### src/rtl/sc_pkg.sv
package sc_pkg;
  typedef enum logic {
    SEQ_EIGHT = 1'b0,
    SEQ_FOUR  = 1'b1
  } seq_len_e;
endpackage

### src/rtl/sc_inc_stage.sv
module sc_inc_stage #(
  parameter int            W       = 32,
  parameter int            BW      = 8,
  parameter logic [W-1:0]  RST_INC = 32'h21F07C1F,
  localparam int           NB      = W / BW,
  localparam int           SW      = $clog2(NB)
) (
  input  logic          clk,
  input  logic          rst_n,
  input  logic          wr_en,
  input  logic [SW-1:0] wr_sel,
  input  logic [BW-1:0] wr_data,
  input  logic          commit,
  output logic [W-1:0]  inc_act
);
  logic [W-1:0] stg_q, stg_d;
  logic [W-1:0] act_q, act_d;

  // staging word: one byte lane replaced per write
  always_comb begin
    stg_d = stg_q;
    for (int b = 0; b < NB; b++) begin
      if (wr_en && (wr_sel == SW'(b)))
        stg_d[b*BW +: BW] = wr_data;
    end
  end

  // live word: whole staging word taken at once
  always_comb begin
    act_d = act_q;
    if (commit)
      act_d = stg_q;
  end

  always_ff @(posedge clk or negedge rst_n) begin
    if (!rst_n) begin
      stg_q <= RST_INC;
      act_q <= RST_INC;
    end else begin
      stg_q <= stg_d;
      act_q <= act_d;
    end
  end

  assign inc_act = act_q;
endmodule

### src/rtl/sc_field_seq.sv
module sc_field_seq
  import sc_pkg::*;
#(
  parameter int LONG  = 8,
  parameter int SHORT = 4,
  localparam int CW   = $clog2(LONG)
) (
  input  logic     clk,
  input  logic     rst_n,
  input  logic     field_start,
  input  seq_len_e seq_len,
  output logic     seq_hit
);
  localparam logic [CW-1:0] LAST  = CW'(LONG - 1);
  localparam logic [CW-1:0] SMASK = CW'(SHORT - 1);

  logic [CW-1:0] cnt_q, cnt_d;
  logic          first_of_seq;

  always_comb begin
    if (seq_len == SEQ_FOUR)
      first_of_seq = ((cnt_q & SMASK) == '0);
    else
      first_of_seq = (cnt_q == '0);
  end

  always_comb begin
    cnt_d = cnt_q;
    if (field_start)
      cnt_d = (cnt_q == LAST) ? '0 : cnt_q + CW'(1);
  end

  always_ff @(posedge clk or negedge rst_n) begin
    if (!rst_n) cnt_q <= '0;
    else        cnt_q <= cnt_d;
  end

  assign seq_hit = field_start && first_of_seq;
endmodule

### src/rtl/sc_phase_reg.sv
module sc_phase_reg #(
  parameter int W     = 32,
  parameter int LUT_W = 10,
  parameter int Q_W   = 2
) (
  input  logic             clk,
  input  logic             rst_n,
  input  logic             adv_en,
  input  logic             clr,
  input  logic [W-1:0]     inc,
  output logic [W-1:0]     phase,
  output logic [LUT_W-1:0] lut_addr,
  output logic [Q_W-1:0]   quad
);
  logic [W-1:0] ph_q, ph_d;

  always_comb begin
    ph_d = ph_q;
    if (clr)
      ph_d = '0;
    else if (adv_en)
      ph_d = ph_q + inc;
  end

  always_ff @(posedge clk or negedge rst_n) begin
    if (!rst_n) ph_q <= '0;
    else        ph_q <= ph_d;
  end

  assign phase    = ph_q;
  assign lut_addr = ph_q[W-1 -: LUT_W];
  assign quad     = ph_q[W-1 -: Q_W];
endmodule

### src/rtl/sc_phase_acc.sv
module sc_phase_acc
  import sc_pkg::*;
#(
  parameter int           PHASE_W = 32,
  parameter int           BYTE_W  = 8,
  parameter int           LUT_W   = 10,
  parameter int           QUAD_W  = 2,
  parameter int           SEQ_LONG  = 8,
  parameter int           SEQ_SHORT = 4,
  parameter logic [31:0]  RST_INC = 32'h21F07C1F,
  localparam int          NBYTES  = PHASE_W / BYTE_W,
  localparam int          SEL_W   = $clog2(NBYTES)
) (
  input  logic               clk,
  input  logic               rst_n,
  input  logic               pix_en,
  input  logic               wr_en,
  input  logic [SEL_W-1:0]   wr_sel,
  input  logic [BYTE_W-1:0]  wr_data,
  input  logic               line_start,
  input  logic               field_start,
  input  logic               seq_mode,
  output logic [PHASE_W-1:0] phase,
  output logic [LUT_W-1:0]   lut_addr,
  output logic [QUAD_W-1:0]  quadrant
);
  logic [PHASE_W-1:0] inc_act;
  logic               seq_hit;
  seq_len_e           seq_len;

  assign seq_len = seq_len_e'(seq_mode);

  sc_inc_stage #(
    .W(PHASE_W), .BW(BYTE_W), .RST_INC(RST_INC[PHASE_W-1:0])
  ) u_stage (
    .clk(clk), .rst_n(rst_n), .wr_en(wr_en), .wr_sel(wr_sel),
    .wr_data(wr_data), .commit(line_start), .inc_act(inc_act)
  );

  sc_field_seq #(.LONG(SEQ_LONG), .SHORT(SEQ_SHORT)) u_seq (
    .clk(clk), .rst_n(rst_n), .field_start(field_start),
    .seq_len(seq_len), .seq_hit(seq_hit)
  );

  sc_phase_reg #(.W(PHASE_W), .LUT_W(LUT_W), .Q_W(QUAD_W)) u_ph (
    .clk(clk), .rst_n(rst_n), .adv_en(pix_en), .clr(seq_hit),
    .inc(inc_act), .phase(phase), .lut_addr(lut_addr), .quad(quadrant)
  );
endmodule

### config.mk
export PLATFORM = sky130hd
export DESIGN_NAME = sc_phase_acc
export DESIGN_NICKNAME = d
export VERILOG_FILES = /design/src/rtl/sc_pkg.sv /design/src/rtl/sc_inc_stage.sv /design/src/rtl/sc_field_seq.sv /design/src/rtl/sc_phase_reg.sv /design/src/rtl/sc_phase_acc.sv
export SDC_FILE = /design/constraint.sdc
export NUM_CORES = 1
export LEC_CHECK = 0
export ABC_AREA = 1
export BUFFER_PORTS_ARGS = -buffer_cell sky130_fd_sc_hd__buf_4
export CORE_MARGIN = 2
export CORE_UTILIZATION = 40
export DETAILED_ROUTE_END_ITERATION = 10
export PLACE_DENSITY = 0.68
export SLEW_MARGIN = 20
export SYNTH_ARGS = -nofsm -noshare
export SYNTH_HDL_FRONTEND = slang
export SYNTH_HIERARCHICAL = 1
export SYNTH_SLANG_ARGS = --single-unit
### constraint.sdc
create_clock -name clk -period 2.1 [get_ports clk]
set_input_delay 0.315 -clock clk [delete_from_list [all_inputs] [get_ports clk]]
set_output_delay 0.315 -clock clk [all_outputs]
set_load 0.01 [all_outputs]
== After elaboration in Yosys (flattened, before gate mapping) ==
Index checks and enable logic that the tools add are counted.

* Logic and storage cells: 26
* Output and inout bits: 44
* Flip-flop bits (word level): 99
* Bits of input ports: 17

* Eq/ne operators: 4
* $add $sub $neg: 2
* Reduce and logical (&&, ||, !) cells: 9
* Mux-type cells: 4

{| class="wikitable"
|+ Operators by type and width
! operator !! number
|-
| $mux 32 || 2
|-
| $add 32x32->32 || 1
|-
| $logic_not 3->1 || 2
|-
| $logic_and 1x1->1 || 5
|-
| $eq 2x2->1 const B || 2
|-
| $add 3x1->3 const B || 1
|-
| $eq 3x3->1 const B || 1
|-
| $mux 3 || 1
|-
| $eq 2x1->1 const B || 1
|-
| $logic_not 2->1 || 1
|-
| $reduce_bool 2->1 || 1
|-
| $mux 1 || 1
|}

== Logic depth before layout (Yosys ltp) ==
Gate-level depths: netlist of the first run.

* Depth in word-level cells: 4
* Depth in mapped cells: 14
* Depth with buffers taken out: 14

== Hierarchy ==
The synthesis of the first run kept the hierarchy.

{| class="wikitable"
|+ By module, submodules not included
! module !! instances !! area each (µm²) !! cells an instance !! sequential area each (µm²)
|-
| sc_phase_reg || 1 || 3,643.5 || 637 || 800.8
|-
| sc_inc_stage || 1 || 2,715.1 || 278 || 1,641.6
|-
| sc_field_seq || 1 || 178.9 || 23 || 75.1
|}

== Least setup slack after synthesis of the first run ==
OpenSTA, ideal clock, no wires.

* Path type: reg-to-reg
* Start point: register u_stage.act_q[0], in the netlist u_stage/inc_act[0]
* End point: register u_ph.ph_q[28], in the netlist u_ph/phase[28]
* Slack: 0.180 ns
* Clock period less this slack: 1.920 ns
* Library setup time: 0.117 ns
* Data required time: 1.983 ns
* Buffers on the path: 0
* Arrival: 1.802 ns
* Stages on the path, launching flop included: 14
* Cell sequence: dfstp_2 > ha_1 > inv_1 > fa_1 > inv_1 > nand3_1 > nand3_1 > nand3_1 > nand3_2 > nand2_1 > nand2_1 > nand2_1 > nand3_1 > nand2_1

* Longest elaborated chain between the ends: 3

{| class="wikitable"
|+ RTL lines
! item !! line !! RTL
|-
| start, declared || sc_inc_stage.sv:17 || <nowiki>logic [W-1:0] act_q, act_d;</nowiki>
|-
| start signal, assigned || sc_inc_stage.sv:41 || <nowiki>act_q <= act_d;</nowiki>
|-
| $add 32x32->32 || sc_phase_reg.sv:22 || <nowiki>ph_d = ph_q + inc;</nowiki>
|-
| $mux 32 || sc_phase_reg.sv:21 || <nowiki>else if (adv_en)</nowiki>
|-
| $mux 32 || sc_phase_reg.sv:19 || <nowiki>if (clr)</nowiki>
|-
| end signal, assigned || sc_phase_reg.sv:27 || <nowiki>else ph_q <= ph_d;</nowiki>
|-
| end, declared || sc_phase_reg.sv:15 || <nowiki>logic [W-1:0] ph_q, ph_d;</nowiki>
|}

Every way passes these cells. The select of a mux whose other input is x is not followed.
A chain may end at the register's enable or synchronous reset.

== Worst setup path after layout of the first run ==
Same ends and word-level chain as after synthesis.

==> results of run 1 <==
-- path summary, 6_finish.rpt --
kind / start / to / cells after the start
max: u_stage/inc_act[0] / u_ph/phase[28] / 13
min reg2reg: u_stage/stg_q[3] / u_stage/inc_act[3] / 2
max in group asynchronous: rst_n / u_stage/inc_act[23] / 3
max reg2reg: u_stage/inc_act[0] / u_ph/phase[28] / 13
min in group asynchronous: rst_n / u_seq/cnt_q[1] / 2
min: field_start / u_seq/cnt_q[2] / 2
-- sequential cells by signal, indices dropped and copies added, names as in the netlist --
| signal | count |
|---|---|
| u_seq/cnt_q | 3 |
| u_ph/phase | 32 |
| u_stage/stg_q | 32 |
| u_stage/inc_act | 32 |
-- placed cells by master (no fill, tap or decap), drive strengths merged, types with 3 or more instances in the layout --
| cell type | synthesis | final |
|---|---|---|
| dfstp | 32 | 32 |
| nand3 | 52 | 52 |
| bufinv | 2 | 3 |
| dfrtp | 67 | 67 |
| clkbuf | 4 | 10 |
| nand2 | 386 | 386 |
| o21bai | 3 | 3 |
| nand4 | 27 | 27 |
| buf | 29 | 68 |
| nor2 | 51 | 51 |
| nor3 | 3 | 3 |
| ha | 34 | 34 |
| a21oi | 29 | 29 |
| o21ai | 48 | 48 |
| inv | 156 | 159 |
-- cells in the mapped netlist, drive strengths merged --
library cell	instances
a22o	1
or2	2
o31ai	2
buf	29
nor3	3
nand3	52
and2	1
a21oi	29
a32o	1
fa	1
clkbuf	4
a21o	1
nand3b	2
dfrtp	67
xnor2	2
ha	34
xor2	2
o21bai	3
o21ai	48
nor2	51
bufinv	2
inv	156
dfstp	32
nand2	386
nand4	27
-- layer usage --
layer	track usage, %	routed length (um)
met5	0	0
met4	5.43	263
met3	3.31	664
met2	30.1	7340
met1	27.1	7810
-- final cells by class --
cell class	count	area share (%)
repair buffers	69	7.14
well taps	216	3.62
flip-flops and latches	99	33.7
inverters	158	8.31
clock inverters	6	0.938
multi-input cells	648	43.2
clock buffers	10	3.07
-- kinds of logic (layout without fill, tap and decap cells) --
logic type	after synthesis	after routing
AND/OR/NAND/NOR	524	524
AO/OA/AOI/OAI	85	85
adder cells (fa/ha/maj)	35	35
buffers and inverters	191	243
flip-flops	99	99
XOR/XNOR	4	4
-- critical path, cell delays in order (launching register included) --
cell	delay [ns]
dfstp_2	0.56
ha_4	0.14
inv_1	0.06
fa_2	0.37
inv_2	0.09
nand3_2	0.07
nand3_2	0.10
nand3_1	0.09
nand3_2	0.13
nand2_2	0.06
nand2_1	0.06
nand2_1	0.05
nand3_1	0.07
nand2_1	0.05
-- power groups by stage --
| stage | registers [mW] | logic, mW | clock network (mW) |
|---|---|---|---|
| global route | 3.04 | 4.61 | 1.83 |
| floorplan | 2.93 | 2.69 | 0 |
| CTS | 2.95 | 3.96 | 1.75 |
| finish | 2.97 | 4.07 | 1.71 |
| global placement | 2.97 | 3.88 | 0 |
| detailed placement | 2.98 | 3.94 | 0 |
-- what timing repair did --
action                     CTS  global route
gates resized for setup      0            16
hold endpoints to repair    19             0
setup buffers                0             2
setup endpoints to repair    0            12
hold buffers                 1             0
==> flow_metrics.py, run 1 <==
metrics = {
    "sta": {
        "slew_headroom_pct": 63.9,
        "whs_ns": 0.194,
        "tns_ns": 0,
        "setup_viol": 0,
        "fin_worst_skew_ns": 0.00960,
        "slew_viol_final": 0,
        "worst_pin_slew_ns": 0.541,
        "period_needed_ns": 2.01,
        "setup_ws_ns": 0.0916,
        "hold_violations": 0,
        "period_share_pct": 95.6,
        "fmax_ghz": 0.498,
    },
    "logic_synthesis": {
        "yosys.area_share.simple_pct": 34.0,
        "synth_cells": 938,
        "synth_area_per_cell_um2": 6.97,
        "synth_compound_area_share_pct": 6.87,
        "yosysTopAreaCell": "dfrtp_1",
        "ys_warn_count": 6,
        "yosys.area_share.adder_pct": 6.81,
        "yosysTopAreaCellShare_pct": 25.6,
        "ys_top_cells_by_area": "dfrtp_1 26%, nand2_1 22%, dfstp_2 13%",
        "syn_area_mm2": 0.00654,
        "synth.ff_latch_count": 99,
        "muxShareOfSynthArea_pct": 0,
        "synth-xor-area-share_pct": 0.536,
        "ys_types": 35,
        "synth_top_family_by_area": "simple AND/OR/NAND/NOR gates",
        "syn_nets": 990,
        "yosysSeqAreaShare_pct": 38.5,
    },
    "cells_and_area": {
        "multi_input_area_mm2": 0.00323,
        "diodes": 0,
        "nFillCells": 1624,
        "layout.cells.non_filler": 1206,
        "drive_gt1_share_pct": 15.3,
        "final_area_mm2": 0.00747,
        "post-route-util_pct": 46.8,
        "area_growth_pct": 14.2,
        "nNetsFinal": 1037,
        "register_area_mm2": 0.00252,
    },
    "placed_design": {
        "port_buffers": 60,
        "hpwl_mm": 12.2,
        "dp_slack_ns": 0.0222,
        "place_area_mm2": 0.00707,
        "placed_cells": 1187,
        "gp_congestion": 0.902,
    },
    "routing": {
        "wl_mm": 16.1,
        "post-route-drc-count": 0,
        "drt-initial-drc-count": 433,
        "via_count": 5762,
        "drtAntennaViolNets": 0,
        "vias_per_cell": 4.78,
        "drt-wirelength-per-cell_um": 13.3,
        "drt-pass1-iter-count": 6,
    },
    "power": {
        "power_mw": 8.75,
        "vdd_drop_max_mv": 0.429,
        "p_switching_mw": 3.70,
        "p_comb_share_pct": 46.5,
        "p_leak_nw": 4.16,
        "sequentialPowerShare_pct": 34.0,
        "pwr-share-clk_pct": 19.5,
        "internal-power_mw": 5.05,
        "power-per-cell-area_mw_per_mm2": 1170,
        "swShare_pct": 42.3,
    },
    "run": {
        "drv_cap": 0,
    },
    "clock_tree": {
        "cts.sinks": 99,
        "cts_buffers": 9,
        "path_clk_slew_ns": 0.07,
        "h-tree-depth": 3,
        "clock_latency_ns": 0.36,
        "cts_root_buffer": "clkbuf_16",
        "cts_max_path_buffers": 2,
        "cts_tree": "done",
    },
    "global_routing": {
        "antenna_found_initial": 0,
        "grt-ovfl-total": 0,
        "grt_max_degree": 65,
        "grt_pass1_wl_mm": 26.7,
        "grt_use_total_pct": 19.1,
        "first_global_vias": 5320,
    },
    "die": {
        "initial_utilization_pct": 41.0,
        "die-area_mm2": 0.0174,
        "ios": 61,
        "fp.dieW_um": 132,
        "die-height_um": 132,
        "coreArea_mm2": 0.0159,
        "rows": 46,
    },
    "hold_path": {
        "min_path_type": "in -> reg",
    },
    "setup_path": {
        "worstSetupEndpointType": "register",
        "crit_type": "reg -> reg",
        "cp-start-kind": "register",
        "critPathRequiredTime_ns": 2.35,
        "cp.arrival_ns": 2.26,
        "rrSetupSlack_ns": 0.09,
        "path_max_fanout": 4,
    },
    "run_status": {
        "status": "finished clean",
    },
}
No activity file was read; power rests on OpenSTA's default activity.
==> run 2: changes to the inputs <==
--- a/constraint.sdc
+++ b/constraint.sdc
@@ -3,2 +3,2 @@
 set_output_delay 0.315 -clock clk [all_outputs]
-set_load 0.01 [all_outputs]
+set_load 0.1 [all_outputs]
==> run 2 against run 1 <==
Compared with the run above:
- global-route usage down 0.28 points
- largest power group unchanged
- first-iteration DRC count up 11%
- setup slack better by 0.038 ns
- critical path type unchanged
- utilization up 0.33 points
- maximum frequency up 1.9%
==> flow_metrics.py, run 2 (synthesis gave the netlist of run 1 again) <==
metrics = {
    "routing": {
        "drtAntennaViolNets": 0,
        "vias_per_cell": 4.72,
        "met1_length_mm": 7.75,
        "drt-wirelength-per-cell_um": 13.1,
        "drt-initial-drc-count": 479,
        "wl_mm": 15.9,
        "wl_met2_mm": 7.02,
        "via_count": 5695,
        "post-route-drc-count": 0,
        "drt-pass1-iter-count": 5,
        "dr_wl_met3_um": 735,
        "highest_layer": "met4",
    },
    "placed_design": {
        "hpwl_mm": 12.3,
        "dp_slack_ns": -0.00286,
        "place_area_mm2": 0.00714,
        "gp_congestion": 0.887,
        "placed_cells": 1188,
        "port_buffers": 60,
    },
    "die": {
        "fp.dieW_um": 132,
        "die-height_um": 132,
        "initial_utilization_pct": 41.0,
        "rows": 46,
        "ios": 61,
        "coreArea_mm2": 0.0159,
        "die-area_mm2": 0.0174,
    },
    "clock_tree": {
        "cts_tree": "done",
        "h-tree-depth": 3,
        "path_clk_slew_ns": 0.07,
        "cts_root_buffer": "clkbuf_16",
        "cts_max_path_buffers": 2,
        "cts_buffers": 9,
        "cts.sinks": 99,
        "clock_latency_ns": 0.35,
    },
    "global_routing": {
        "grt_use_total_pct": 18.8,
        "grt-ovfl-total": 0,
        "first_global_vias": 5297,
        "grt_pass1_wl_mm": 26.3,
        "antenna_found_initial": 0,
        "grt_max_degree": 65,
    },
    "power": {
        "p_leak_nw": 4.13,
        "power_mw": 11.3,
        "vdd_drop_max_mv": 0.885,
        "power-per-cell-area_mw_per_mm2": 1510,
    },
    "cells_and_area": {
        "drive_gt1_share_pct": 18.2,
        "final_area_mm2": 0.00752,
        "layout.cells.non_filler": 1206,
        "area_growth_pct": 15.0,
        "post-route-util_pct": 47.2,
        "diodes": 0,
        "nNetsFinal": 1037,
        "layout_common_cells": "372 x nand2_1, 155 x inv_1, 65 x buf_4",
        "final_common_cell": "nand2_1",
    },
    "setup_path": {
        "r2r-end": "u_ph/phase[20]",
        "cpLargestDelayFamily": "simple AND/OR/NAND/NOR gates",
        "cpMaxStageDelayCell": "dfstp_2",
        "worst-path-buf-inv": 2,
        "reg2regPathDepth": 13,
        "rrSetupSlack_ns": 0.13,
        "slowest_delay_ns": 0.54,
        "path_max_fanout": 4,
        "reg2reg_from": "u_stage/inc_act[0]",
        "worstSetupEndpointType": "register",
        "crit_type": "reg -> reg",
        "critPathRequiredTime_ns": 2.35,
        "cp_cell_sequence": "ha_2 -> inv_1 -> fa_2 -> inv_2 -> nand3_1 -> nand3_2 -> nand3_2 -> nand3_4 -> nand2_1 -> nand2_1 -> nand2_1 -> nand3_1 -> nand2_1",
        "cp.arrival_ns": 2.22,
        "crit_top_cell": "nand2_1",
        "crit_path_start": "u_stage/inc_act[0]",
        "cp-start-kind": "register",
    },
    "sta": {
        "rsz0062_at_grt": "yes",
        "hold_violations": 0,
        "setup_viol": 0,
        "worst_pin_slew_ns": 0.547,
        "fmax_ghz": 0.507,
        "fin_worst_skew_ns": 0.00831,
        "slew_viol_final": 0,
        "slew_headroom_pct": 63.5,
        "whs_ns": 0.207,
        "period_share_pct": 93.9,
        "tns_ns": 0,
        "period_needed_ns": 1.97,
        "setup_ws_ns": 0.129,
    },
    "run": {
        "drv_cap": 0,
    },
    "hold_path": {
        "holdCritStartpoint": "field_start",
        "hold_depth": 3,
        "min_path_type": "in -> reg",
        "hold_path_end": "u_seq/cnt_q[0]",
    },
    "run_status": {
        "status": "finished clean",
    },
}
-- run 2: cell counts in the layout (fill, tap and decap cells not counted) --
Identical to the previous run, type by type.
-- run 2: worst reg2reg max path, stage by stage, from the launching register on --
cell and delay, ns:
dfstp_2 0.54, ha_2 0.17, inv_1 0.05, fa_2 0.35, inv_2 0.08, nand3_1 0.08, nand3_2 0.10, nand3_2 0.09
nand3_4 0.12, nand2_1 0.07, nand2_1 0.06, nand2_1 0.04, nand3_1 0.06, nand2_1 0.05
-- run 2: area by class of cell --
cell class,count,area [um^2]
clock buffers,10,239
multi-input cells,648,3200
well taps,216,270
clock inverters,6,78.8
flip-flops and latches,99,2550
inverters,158,621
repair buffers,69,558
fillers,1613,8420
-- run 2: what timing repair did --
item | in CTS | in global routing
endpoints found under the setup margin | 1 | 14
hold endpoints to repair | 22 | 0
pin swaps | 0 | 1
cloned | 0 | 0
setup buffers | 0 | 1
gates resized for setup | 1 | 13
hold buffers | 1 | 0
-- run 2: report_power, final --
group / total, mW / switching [mW] / internal, mW
logic: 6.55 / 4.93 / 1.62
clock network: 1.78 / 0.792 / 0.983
registers: 3.00 / 0.482 / 2.52
total: 11.3 / 6.20 / 5.13
-- run 2: metal layers --
metal  global-route usage [%]  up-vias
li1                         -     2987
met1                     26.9     2543
met2                     29.2      142
met3                     2.27       23
met4                     7.31        0
met5                        0        -
-- run 2: worst max path at each step --
stage / end / slack [ns] / depth (start not counted)
3_3_place_gp: u_ph/phase[28] / 0.08 / 13
4_1_cts: u_ph/phase[16] / 0.03 / 13
2_1_floorplan: u_ph/phase[29] / 0.01 / 9
5_1_grt: u_ph/phase[20] / -0.008 / 13
6_report: u_ph/phase[20] / 0.13 / 13
3_5_place_dp: u_ph/phase[16] / -0.003 / 13
==> run 3: changes to the inputs <==
SETUP_SLACK_MARGIN = 0.5   (was not set)
SLEW_MARGIN = not set   (was 20)
==> run 3 against run 2 <==
Compared with the run above:
- sequential power grew 7.3%
- non-clock buffer count increased by 36
- utilization is 7.8 points higher
- combinational power up 28%
- die area stayed put
- sequential share of layout area down 3.9 points
- setup slack got worse by 0.0074 ns
- final area up 17%
- cell count up 3.0%
- register-to-register slack about the same
==> flow_metrics.py, run 3 (synthesis gave the netlist of run 1 again) <==
metrics = {
    "cells_and_area": {
        "drive_gt1_share_pct": 34.8,
        "final_common_cell": "nand2_1",
        "post-route-util_pct": 55.0,
        "area_growth_pct": 34.1,
        "diodes": 0,
        "nNetsFinal": 1073,
        "layout_common_cells": "323 x nand2_1, 142 x inv_1, 99 x buf_4",
        "final_area_mm2": 0.00877,
    },
    "global_routing": {
        "grt_max_degree": 65,
        "first_global_vias": 5746,
        "antenna_found_initial": 0,
        "grt_use_total_pct": 21.1,
        "grt-ovfl-total": 0,
        "grt_pass1_wl_mm": 29.2,
    },
    "setup_path": {
        "critPathRequiredTime_ns": 2.35,
        "cp_cell_sequence": "ha_4 -> inv_2 -> fa_2 -> inv_2 -> nand2_1 -> nand3_2 -> nand2_2 -> nand2_4 -> nand2_2 -> nand2_1 -> nand2_1 -> nand3_1 -> nand2_1",
        "cp-start-kind": "register",
        "worstSetupEndpointType": "register",
        "worst-path-buf-inv": 2,
        "cpLargestDelayFamily": "simple AND/OR/NAND/NOR gates",
        "slowest_delay_ns": 0.56,
        "crit_top_cell": "nand2_1",
        "cpMaxStageDelayCell": "dfstp_2",
        "crit_type": "reg -> reg",
        "path_max_fanout": 4,
        "cp.arrival_ns": 2.23,
    },
    "routing": {
        "drt-pass1-iter-count": 5,
        "drt-wirelength-per-cell_um": 15.0,
        "wl_mm": 18.7,
        "drtAntennaViolNets": 0,
        "vias_per_cell": 4.97,
        "post-route-drc-count": 0,
        "via_count": 6174,
        "drt-initial-drc-count": 485,
    },
    "sta": {
        "hold_violations": 0,
        "slew_viol_final": 0,
        "tns_ns": 0,
        "fmax_ghz": 0.506,
        "rsz0062_at_grt": "yes",
        "period_needed_ns": 1.98,
        "setup_viol": 0,
        "fin_worst_skew_ns": 0.00949,
        "slew_headroom_pct": 62.0,
        "period_share_pct": 94.2,
        "worst_pin_slew_ns": 0.570,
    },
    "clock_tree": {
        "cts_root_buffer": "clkbuf_16",
        "cts_max_path_buffers": 2,
        "path_clk_slew_ns": 0.08,
        "clock_latency_ns": 0.36,
        "cts.sinks": 99,
        "cts_tree": "done",
        "cts_buffers": 9,
        "h-tree-depth": 3,
    },
    "placed_design": {
        "place_area_mm2": 0.00763,
        "gp_congestion": 0.885,
        "hpwl_mm": 12.9,
        "port_buffers": 60,
    },
    "die": {
        "rows": 46,
        "ios": 61,
        "coreArea_mm2": 0.0159,
        "fp.dieW_um": 132,
        "die-height_um": 132,
        "die-area_mm2": 0.0174,
        "initial_utilization_pct": 41.0,
    },
    "run": {
        "drv_cap": 0,
    },
    "power": {
        "power_mw": 13.4,
        "power-per-cell-area_mw_per_mm2": 1530,
        "vdd_drop_max_mv": 1.04,
        "p_leak_nw": 4.49,
    },
    "hold_path": {
        "min_path_type": "in -> reg",
    },
    "run_status": {
        "status": "finished clean",
    },
}
## run 3: path summary, 6_finish.rpt
kind | startpoint | end | slack, ns | cells past startpoint
max | u_stage/inc_act[0] | u_ph/phase[30] | 0.12 | 13
min | field_start | u_seq/cnt_q[2] | 0.19 | 2
max reg2reg | u_stage/inc_act[0] | u_ph/phase[30] | 0.12 | 13
min reg2reg | u_stage/stg_q[13] | u_stage/stg_q[13] | 0.46 | 2
max in group asynchronous | rst_n | u_stage/inc_act[23] | 0.88 | 3
min in group asynchronous | rst_n | u_stage/stg_q[5] | 0.50 | 2
## run 3: worst reg2reg max path: cells and delay by family (launching register included)
family,cells,cell delay (ns)
DFF,1,0.56
adders and majority gates,2,0.47
and+or+nand+nor,9,0.71
buffers and inverters,2,0.12
## run 3: what timing repair did
item                                    4_1_cts  5_1_grt
endpoints found under the hold margin        20        0
gates resized for setup                      62       76
endpoints found under the setup margin       30       32
pin swaps                                    42       47
setup buffers                                26       13
hold buffers                                  1        0
## run 3: per-layer routing
metal  track usage, %  vias to the layer above  routed length (um)
li1                 -                     3079                   -
met4             8.09                        0                 533
met3             2.92                       37                 844
met2             33.2                      177                8660
met1             29.5                     2881                8620
met5                0                        -                   0
## run 3: final cells by class
class | instances | area, um^2
Fill cell | 1472 | 7180
Multi-Input combinational cell | 648 | 4110
Sequential cell | 99 | 2630
Timing Repair Buffer | 105 | 818
Inverter | 158 | 623
Tap cell | 216 | 270
Clock buffer | 10 | 239
Clock inverter | 6 | 76.3
## run 3: power breakdown
| group | internal (mW) | leakage, nW | switching, mW |
|---|---|---|---|
| Sequential | 2.64 | 1.14 | 0.584 |
| Clock | 0.982 | 0.156 | 0.817 |
| Combinational | 2.65 | 3.19 | 5.75 |
## run 3: through the flow
stage / std cells / hold slack [ns] / worst slack (ns)
4_1_cts: 1229 / 0.179 / 0.146
3_3_place_gp: 1186 / 0.351 / 0.212
2_1_floorplan: 938 / 0.0194 / 0.165
3_5_place_dp: 1186 / 0.351 / 0.124
5_1_grt: 1242 / 0.192 / 0.00920
6_report: 1242 / 0.192 / 0.122
